File: config.mk
export PLATFORM = sky130hd
export DESIGN_NAME = ramp_tone
export DESIGN_NICKNAME = d
export VERILOG_FILES = /design/src/rtl/ramp_tone_pkg.sv /design/src/rtl/ramp_tone_regs.sv /design/src/rtl/ramp_tone_div.sv /design/src/rtl/ramp_tone_accum.sv /design/src/rtl/ramp_tone.sv
export SDC_FILE = /design/constraint.sdc
export NUM_CORES = 1
export LEC_CHECK = 0
export BUFFER_PORTS_ARGS = -buffer_cell sky130_fd_sc_hd__buf_4
export CORE_MARGIN = 5
export CORE_UTILIZATION = 30
export DETAILED_ROUTE_END_ITERATION = 7
export SETUP_SLACK_MARGIN = 0.3
export SLEW_MARGIN = 20
export SYNTH_ARGS = -nofsm -noshare
export SYNTH_HDL_FRONTEND = slang
export SYNTH_SLANG_ARGS = --single-unit
File: constraint.sdc
create_clock -name clk_i -period 3.5 [get_ports clk_i]
set_input_delay 0.7 -clock clk_i [delete_from_list [all_inputs] [get_ports clk_i]]
set_output_delay 0.7 -clock clk_i [all_outputs]
set_load 0.05 [all_outputs]
File: src/rtl/ramp_tone_pkg.sv
package ramp_tone_pkg;

   typedef enum logic [1:0] {
      SEL_RATE   = 2'd0,
      SEL_PER_LO = 2'd1,
      SEL_PER_HI = 2'd2,
      SEL_SPARE  = 2'd3
   } reg_sel_e;

   localparam int unsigned BYTE_W = 8;
   localparam int unsigned ON_BIT = 7;

endpackage

File: src/rtl/ramp_tone_regs.sv
module ramp_tone_regs
   import ramp_tone_pkg::*;
#(
   parameter int unsigned PERIOD_W = 12,
   parameter int unsigned RATE_W   = 6
) (
   input  logic                clk_i,
   input  logic                rst_ni,
   input  logic                wr_en_i,
   input  reg_sel_e            wr_sel_i,
   input  logic [BYTE_W-1:0]   wr_data_i,
   output logic [RATE_W-1:0]   rate_o,
   output logic [PERIOD_W-1:0] period_o,
   output logic                on_o
);

   logic [RATE_W-1:0] rate_q;
   logic              on_q;

   always_ff @(posedge clk_i) begin
      if (!rst_ni) begin
         rate_q <= '0;
         on_q   <= 1'b0;
      end else if (wr_en_i) begin
         if (wr_sel_i == SEL_RATE)   rate_q <= wr_data_i[RATE_W-1:0];
         if (wr_sel_i == SEL_PER_HI) on_q   <= wr_data_i[ON_BIT];
      end
   end

   generate
      if (PERIOD_W > BYTE_W) begin : g_split
         localparam int unsigned HI_W = PERIOD_W - BYTE_W;
         logic [BYTE_W-1:0] lo_q;
         logic [HI_W-1:0]   hi_q;
         always_ff @(posedge clk_i) begin
            if (!rst_ni) begin
               lo_q <= '0;
               hi_q <= '0;
            end else if (wr_en_i) begin
               if (wr_sel_i == SEL_PER_LO) lo_q <= wr_data_i;
               if (wr_sel_i == SEL_PER_HI) hi_q <= wr_data_i[HI_W-1:0];
            end
         end
         assign period_o = {hi_q, lo_q};
      end else begin : g_single
         logic [PERIOD_W-1:0] per_q;
         always_ff @(posedge clk_i) begin
            if (!rst_ni)                               per_q <= '0;
            else if (wr_en_i && wr_sel_i == SEL_PER_LO) per_q <= wr_data_i[PERIOD_W-1:0];
         end
         assign period_o = per_q;
      end
   endgenerate

   assign rate_o = rate_q;
   assign on_o   = on_q;

   // rate only changes on a rate write
   a_r2_rate_hold: assert property (@(posedge clk_i) disable iff (!rst_ni)
      !(wr_en_i && wr_sel_i == SEL_RATE) |=> $stable(rate_o));

   // period only changes on a period write
   a_r3_period_hold: assert property (@(posedge clk_i) disable iff (!rst_ni)
      !(wr_en_i && (wr_sel_i == SEL_PER_LO || wr_sel_i == SEL_PER_HI)) |=> $stable(period_o));

   // the unused select touches nothing
   a_r3_spare_inert: assert property (@(posedge clk_i) disable iff (!rst_ni)
      (wr_en_i && wr_sel_i == SEL_SPARE) |=> $stable({rate_o, period_o, on_o}));

endmodule

File: src/rtl/ramp_tone_div.sv
module ramp_tone_div #(
   parameter int unsigned PERIOD_W = 12
) (
   input  logic                clk_i,
   input  logic                rst_ni,
   input  logic                tick_i,
   input  logic [PERIOD_W-1:0] period_i,
   output logic                step_o
);

   logic [PERIOD_W-1:0] div_q;
   logic                phase_q;
   logic                expire;

   assign expire = (div_q == PERIOD_W'(1));

   always_ff @(posedge clk_i) begin
      if (!rst_ni) begin
         div_q   <= PERIOD_W'(1);
         phase_q <= 1'b0;
      end else if (tick_i) begin
         if (expire) begin
            div_q   <= period_i + 1'b1;
            phase_q <= ~phase_q;
         end else begin
            div_q   <= div_q - 1'b1;
         end
      end
   end

   // an addition happens when the phase wraps from 1 back to 0
   assign step_o = tick_i && expire && phase_q;

   // reload value on expiry
   a_r4_reload: assert property (@(posedge clk_i) disable iff (!rst_ni)
      (tick_i && div_q == PERIOD_W'(1)) |=> (div_q == PERIOD_W'($past(period_i) + 1'b1)) && (phase_q != $past(phase_q)));

   // plain decrement keeps the phase
   a_r4_count: assert property (@(posedge clk_i) disable iff (!rst_ni)
      (tick_i && div_q != PERIOD_W'(1)) |=> (div_q == PERIOD_W'($past(div_q) - 1'b1)) && $stable(phase_q));

   // no advance, no motion
   a_r4_idle: assert property (@(posedge clk_i) disable iff (!rst_ni)
      !tick_i |=> $stable(div_q) && $stable(phase_q));

   // a step leaves the phase at 0
   a_r5_step_phase: assert property (@(posedge clk_i) disable iff (!rst_ni)
      step_o |=> (phase_q == 1'b0));

endmodule

File: src/rtl/ramp_tone_accum.sv
module ramp_tone_accum #(
   parameter int unsigned RATE_W      = 6,
   parameter int unsigned ACC_W       = 8,
   parameter int unsigned STAGE_W     = 3,
   parameter int unsigned STAGE_CLEAR = 7
) (
   input  logic              clk_i,
   input  logic              rst_ni,
   input  logic              step_i,
   input  logic [RATE_W-1:0] rate_i,
   output logic [ACC_W-1:0]  acc_o
);

   localparam int unsigned PAD_W = ACC_W - RATE_W;

   logic [STAGE_W-1:0] stage_q;
   logic [STAGE_W-1:0] stage_inc;
   logic [ACC_W-1:0]   acc_q;
   logic [ACC_W-1:0]   rate_ext;

   generate
      if (PAD_W > 0) begin : g_pad
         assign rate_ext = {{PAD_W{1'b0}}, rate_i};
      end else begin : g_nopad
         assign rate_ext = rate_i;
      end
   endgenerate

   assign stage_inc = stage_q + 1'b1;

   always_ff @(posedge clk_i) begin
      if (!rst_ni) begin
         stage_q <= '0;
         acc_q   <= '0;
      end else if (step_i) begin
         if (stage_inc == STAGE_W'(STAGE_CLEAR)) begin
            stage_q <= '0;
            acc_q   <= '0;
         end else begin
            stage_q <= stage_inc;
            acc_q   <= acc_q + rate_ext;
         end
      end
   end

   assign acc_o = acc_q;

   // modulo addition on a non-final step
   a_r5_add: assert property (@(posedge clk_i) disable iff (!rst_ni)
      (step_i && stage_q != STAGE_W'(STAGE_CLEAR - 1)) |=> (acc_q == ACC_W'($past(acc_q) + $past(rate_ext))));

   // no step, accumulator still
   a_r5_hold: assert property (@(posedge clk_i) disable iff (!rst_ni)
      !step_i |=> $stable(acc_q) && $stable(stage_q));

   // final step clears both
   a_r6_wrap_clear: assert property (@(posedge clk_i) disable iff (!rst_ni)
      (step_i && stage_q == STAGE_W'(STAGE_CLEAR - 1)) |=> (acc_q == '0) && (stage_q == '0));

   // the clear value is never held
   a_r6_stage_bound: assert property (@(posedge clk_i) disable iff (!rst_ni)
      stage_q != STAGE_W'(STAGE_CLEAR));

   // stage 0 always pairs with an empty accumulator
   a_r6_empty_at_start: assert property (@(posedge clk_i) disable iff (!rst_ni)
      (stage_q == '0) |-> (acc_q == '0));

endmodule

File: src/rtl/ramp_tone.sv
module ramp_tone
   import ramp_tone_pkg::*;
#(
   parameter int unsigned PERIOD_W    = 12,
   parameter int unsigned RATE_W      = 6,
   parameter int unsigned ACC_W       = 8,
   parameter int unsigned STAGE_W     = 3,
   parameter int unsigned STAGE_CLEAR = 7,
   parameter int unsigned OUT_SHIFT   = 3
) (
   input  logic                       clk_i,
   input  logic                       rst_ni,
   input  logic                       tick_i,
   input  logic                       wr_en_i,
   input  logic [1:0]                 wr_sel_i,
   input  logic [7:0]                 wr_data_i,
   output logic [ACC_W-OUT_SHIFT-1:0] level_o
);

   localparam int unsigned LEVEL_W = ACC_W - OUT_SHIFT;

   generate
      if (PERIOD_W < 1 || PERIOD_W > BYTE_W + ON_BIT) begin : g_bad_period
         $error("ramp_tone: PERIOD_W out of range");
      end
      if (RATE_W < 1 || RATE_W > ON_BIT || RATE_W > ACC_W) begin : g_bad_rate
         $error("ramp_tone: RATE_W out of range");
      end
      if (OUT_SHIFT >= ACC_W) begin : g_bad_shift
         $error("ramp_tone: OUT_SHIFT must be below ACC_W");
      end
      if (STAGE_CLEAR < 1 || STAGE_CLEAR >= (1 << STAGE_W)) begin : g_bad_stage
         $error("ramp_tone: STAGE_CLEAR must fit STAGE_W");
      end
   endgenerate

   logic [RATE_W-1:0]   rate;
   logic [PERIOD_W-1:0] period;
   logic                on;
   logic                step;
   logic [ACC_W-1:0]    acc;

   ramp_tone_regs #(.PERIOD_W(PERIOD_W), .RATE_W(RATE_W)) regs_i (
      .clk_i     (clk_i),
      .rst_ni    (rst_ni),
      .wr_en_i   (wr_en_i),
      .wr_sel_i  (reg_sel_e'(wr_sel_i)),
      .wr_data_i (wr_data_i),
      .rate_o    (rate),
      .period_o  (period),
      .on_o      (on)
   );

   ramp_tone_div #(.PERIOD_W(PERIOD_W)) div_i (
      .clk_i    (clk_i),
      .rst_ni   (rst_ni),
      .tick_i   (tick_i),
      .period_i (period),
      .step_o   (step)
   );

   ramp_tone_accum #(
      .RATE_W(RATE_W), .ACC_W(ACC_W), .STAGE_W(STAGE_W), .STAGE_CLEAR(STAGE_CLEAR)
   ) accum_i (
      .clk_i  (clk_i),
      .rst_ni (rst_ni),
      .step_i (step),
      .rate_i (rate),
      .acc_o  (acc)
   );

   always_comb begin
      level_o = on ? acc[ACC_W-1:OUT_SHIFT] : '0;
   end

   // the level moves only with a step or an on-bit change
   a_r7_level_source: assert property (@(posedge clk_i) disable iff (!rst_ni)
      (!step && !(wr_en_i && wr_sel_i == 2'd2)) |=> $stable(level_o));

   // level is cleared by reset
   a_r1_reset_quiet: assert property (@(posedge clk_i)
      !rst_ni |=> (level_o == LEVEL_W'(0)));

endmodule

Word-level counts from Yosys, hierarchy flattened
Index checks and enable logic that the tools add are counted.
Word-level totals
  bits of input ports: 14
  register bits after elaboration: 43
  output and inout port bits: 5
Operators by class
  equal/unequal tests: 4
  bitwise logic cells: 1
  add/sub/neg operators: 4
  mux-type cells: 4
  reductions and logical operators: 7
Operators with widths (number)
  $add 12x1->12 const B: 1
  $eq 12x1->1 const B: 1
  $mux 12: 1
  $sub 12x1->12 const B: 1
  $add 8x6->8: 1
  $mux 8: 1
  $reduce_and 2->1: 4
  $mux 5: 1
  $add 3x1->3 const B: 1
  $eq 3x3->1 const B: 1
  $mux 3: 1
  $eq 2x1->1 const B: 1
  $eq 2x2->1 const B: 1
  $logic_and 1x1->1: 2
  $logic_not 2->1: 1
  $not 1->1: 1

Longest topological paths before layout
  depth after elaboration: 3
  depth in mapped cells: 7
  mapped depth without buffers: 6

Hierarchy
A second synthesis with hierarchy kept.
Unflattened totals
  cell total of the unflattened synthesis: 297
  area, all modules: 2517.4 µm²
By module, submodules not included
  ramp_tone_div: cells each 140, seq. area each 260.2 µm², times used 1, area each 1062.3 µm²
  ramp_tone_regs: cells each 73, seq. area each 380.4 µm², times used 1, area each 721.9 µm²
  ramp_tone_accum: cells each 79, seq. area each 220.2 µm², times used 1, area each 701.9 µm²
  ramp_tone: cells each 5, seq. area each 0.0 µm², times used 1, area each 31.3 µm²

Worst setup path before layout
No wires, ideal clock.
  path kind: reg2reg
  from: reg accum_i.acc_q[0], in the netlist accum_i.acc_o[0]
  to: reg accum_i.acc_q[4], in the netlist accum_i.acc_o[4]
  data arrival time: 1.835 ns
  cell stages (with the launch flop): 7
  path buffers: 0
  setup time: 0.070 ns
  data required time: 3.430 ns
  path slack: 1.595 ns
  clock period less this slack: 1.905 ns
  path through: dfxtp_1 -> ha_1 -> fa_1 -> a211oi_1 -> nor2_1 -> or4_1 -> a21oi_1
On the way
  cells in the longest elaborated chain, start to end: 2
RTL lines
  start, declared: RTL line ramp_tone_accum.sv:18  | logic [ACC_W-1:0] acc_q;
  start signal, assigned: RTL line ramp_tone_accum.sv:41  | acc_q <= acc_q + rate_ext;
  $add 8x6->8: RTL line ramp_tone_accum.sv:41
  $mux 8: RTL line ramp_tone_accum.sv:36  | if (stage_inc == STAGE_W'(STAGE_CLEAR)) begin
No other way between the ends.
A chain may end at the register's enable or synchronous reset.

Final worst setup path
  from: reg div_i.div_q[0]
  to: reg div_i.div_q[0]
On the way
  cells in the longest elaborated chain, start to end: 2
  elaborated cells between the ends (all ways): 3
  classes of those cells: add/sub (1); eq/ne (1); mux (1)
RTL lines
  start, declared: RTL line ramp_tone_div.sv:11  | logic [PERIOD_W-1:0] div_q;
  start signal, assigned: RTL line ramp_tone_div.sv:23  | div_q <= period_i + 1'b1;
  start signal, assigned: RTL line ramp_tone_div.sv:26  | div_q <= div_q - 1'b1;
  $sub 12x1->12 / $eq 12x1->1 (equally long branches): RTL line ramp_tone_div.sv:26, ramp_tone_div.sv:15
  $mux 12 *: RTL line ramp_tone_div.sv:22  | if (expire) begin
Every way passes the cells marked *; elsewhere a longest branch is shown, timed or not.

==> impl_metrics.ini <==
[cts]
htreeDepth = 2
cts_resized = 0
cts_made_buffers = 5
clkTransAtPathRegs_ns = 0.09
cts_sinks = 43
clockBufferDepth = 2
cts_setup_buffers = 0
cts_tree = yes
cts_root_buf = clkbuf_8
cts_hold_buf = 0
insertion_delay_ns = 0.30

[sta]
setup_viol = 0
tns_ns = 0
fmax_mhz = 453.7
hold_violations = 0
finalWorstSetupSlack_ns = 1.296
fin_crit_ns = 2.204
finalCritPeriodShare_pct = 62.98
worst_slew_pin_slew_ns = 0.6627
drv_slew = 0
maxSlewHeadroom_pct = 55.72
finalClockSkew_ns = 0.01315
rsz0062_at_grt = false

[drt]
via_per_inst = 5.377
dr.first_iter.drc_count = 198
via_count = 2210
drt-total-wl_um = 5792
wl_per_cell_um = 14.09
first_pass_iters = 4
drc = 0
ant_nets = 0

[synth]
syn-cell-area_um2 = 2507
ys_ff_latch = 43
ys_types = 58
dominantRegCellSynth = dfxtp_1
synth_warnings = 0
seq_area_frac_synth_pct = 34.33
avgSynthCellArea_um2 = 8.646
syn_inst = 290
synth_edf_count = 0
syn-num-nets = 316
async_flop_share_pct = 0

[critical_path]
start_kind = register
arrival_ns = 2.40
cp_cell_sequence = ha_1 > nor3b_1 > and3_1 > nand2_1 > a221o_1
crit_buf_inv = 0
critPathMaxStageDelay_ns = 0.56
critPathSlowestCell = nor3b_1
endpoint_kind = register
critPathKind = reg2reg
required_ns = 3.70
crit_family = simple AND/OR/NAND/NOR gates
ff2ff_setup_slack_ns = 1.30
cp_max_fo = 9

[status]
status = complete, no violations

[place]
post-place-cells = 403
place_area_um2 = 2733
hpwlAfterDp_um = 4328
portBuffers = 18
dpl_worst_slack_ns = 1.330
gp_congestion = 0.8175

[floorplanning]
die_x_um = 101.4
io_pins = 19
core_um2 = 8175
start_util_pct = 30.67
die_y_um = 101.4
die_area_um2 = 10290
core.rowCount = 33

[global_route]
grt_pass1_wl_um = 9673
overflow = 0
grt_max_degree = 26
grt_usage_pct = 11.57
antenna_found_initial = 0
grt_pass1_vias = 2033

[min_path]
hold_class = reg2reg

[flow_run]
max-cap-violations = 0

[final_layout]
antenna_cells = 0
syn_to_final_growth_pct = 12.23
multi_input_area_um2 = 1560
final_nets = 331
fill_cells = 859
regArea_um2 = 860.8
fin_util_pct = 34.42
final_cell_count_no_fill = 411
final_area_um2 = 2814
drive_gt1_share_pct = 10.78

[pwr]
leakagePower_nw = 1.113
peakVddDrop_v = 0.0002614
p_per_area_nw_per_um2 = 545.6
==> area by class of cell <==
class | count | share of cell area (%)
inverters | 6 | 0.8004
flip-flops and latches | 43 | 30.59
well taps | 105 | 4.669
clock inverters | 1 | 0.1779
multi-input cells | 228 | 55.45
clock buffers | 7 | 2.712
repair buffers | 21 | 5.602
==> worst reg2reg max path: stages, from the launching register on <==
cell and delay [ns]:
dfxtp_1 0.43, ha_1 0.20, nor3b_1 0.56, and3_1 0.52, nand2_1 0.10, a221o_1 0.29
==> metal layers <==
layer  part of all wire, %  global-route usage, %
met5                     0                      0
met4                   1.5                  4.499
met3                   3.8                  1.515
met2                    44                  17.51
met1                    51                  16.64
==> through the flow <==
| step | total power [mW] | hold slack, ns |
|---|---|---|
| CTS | 1.538 | 0.4680 |
| global route | 1.628 | 0.4931 |
| global placement | 1.225 | 0.4446 |
| floorplan | 1.105 | 0.4362 |
| detailed placement | 1.226 | 0.4565 |
| finish | 1.535 | 0.4661 |
==> flip-flops by register name, indices dropped and copies added, names as in the netlist <==
register / flops
regs_i.on_o: 1
regs_i.g_split.lo_q: 8
div_i.div_q: 12
div_i.phase_q: 1
regs_i.g_split.hi_q: 4
regs_i.rate_o: 6
accum_i.acc_o: 8
accum_i.stage_q: 3
==> cell families (layout without fill, tap and decap cells) <==
kind of cell | Yosys count | in the layout | synth area share (%)
XOR/XNOR | 10 | 10 | 3.493
flip-flops | 43 | 43 | 34.33
multiplexers | 22 | 22 | 8.782
buffers and inverters | 19 | 35 | 3.443
AND/OR/NAND/NOR | 118 | 118 | 26.25
adder cells (fa/ha/maj) | 12 | 12 | 6.287
AO/OA/AOI/OAI | 66 | 66 | 17.42
==> cell usage in the layout, fill, tap and decap left out, drive strengths merged, types with 7 or more instances in the layout <==
cell type and n:
mux2i 22, nand4 7, dfxtp 43, nand3 13, clkbuf 7, ha 11
o21ai 14, nand2 21, nor2 31, buf 21, a21oi 14
==> cell usage after synthesis, types with 3 or more instances <==
master,count,share of area [%]
o31ai_1,4,1.2
nand3_1,13,2.6
a211oi_1,6,1.8
a21oi_1,14,2.8
buf_2,3,0.60
xnor2_1,6,2.1
and4_1,3,1.0
inv_1,5,0.75
dfxtp_1,43,34
o22ai_1,4,1.0
nand3b_1,5,1.5
clkbuf_1,7,1.0
a31oi_1,5,1.2
nor2b_1,4,1.0
o21ai_0,14,2.8
nor2_1,31,4.6
nand2_1,21,3.1
nand4_1,6,1.5
mux2i_1,22,8.8
ha_1,11,5.5
xor2_1,4,1.4
and2_1,5,1.2
nor3_1,6,1.2
or3_1,6,1.5
or4_1,6,1.8
==> power by group <==
group          total (mW)  switching, mW  internal, mW
combinational       0.598          0.350         0.248
sequential          0.627         0.0786         0.548
clock               0.310          0.170         0.140
==> path summary, 6_finish.rpt <==
| kind | cells past startpoint | from | end |
|---|---|---|---|
| setup / recovery | 5 | div_i.div_q[0]$_SDFFE_PN1P_ | div_i.div_q[0]$_SDFFE_PN1P_ |
| hold / removal | 2 | accum_i.acc_o[2]$_SDFFE_PN0P_ | accum_i.acc_o[2]$_SDFFE_PN0P_ |
| setup reg to reg | 5 | div_i.div_q[0]$_SDFFE_PN1P_ | div_i.div_q[0]$_SDFFE_PN1P_ |
| hold reg to reg | 2 | accum_i.acc_o[2]$_SDFFE_PN0P_ | accum_i.acc_o[2]$_SDFFE_PN0P_ |
(Power assumes the default switching activity.)
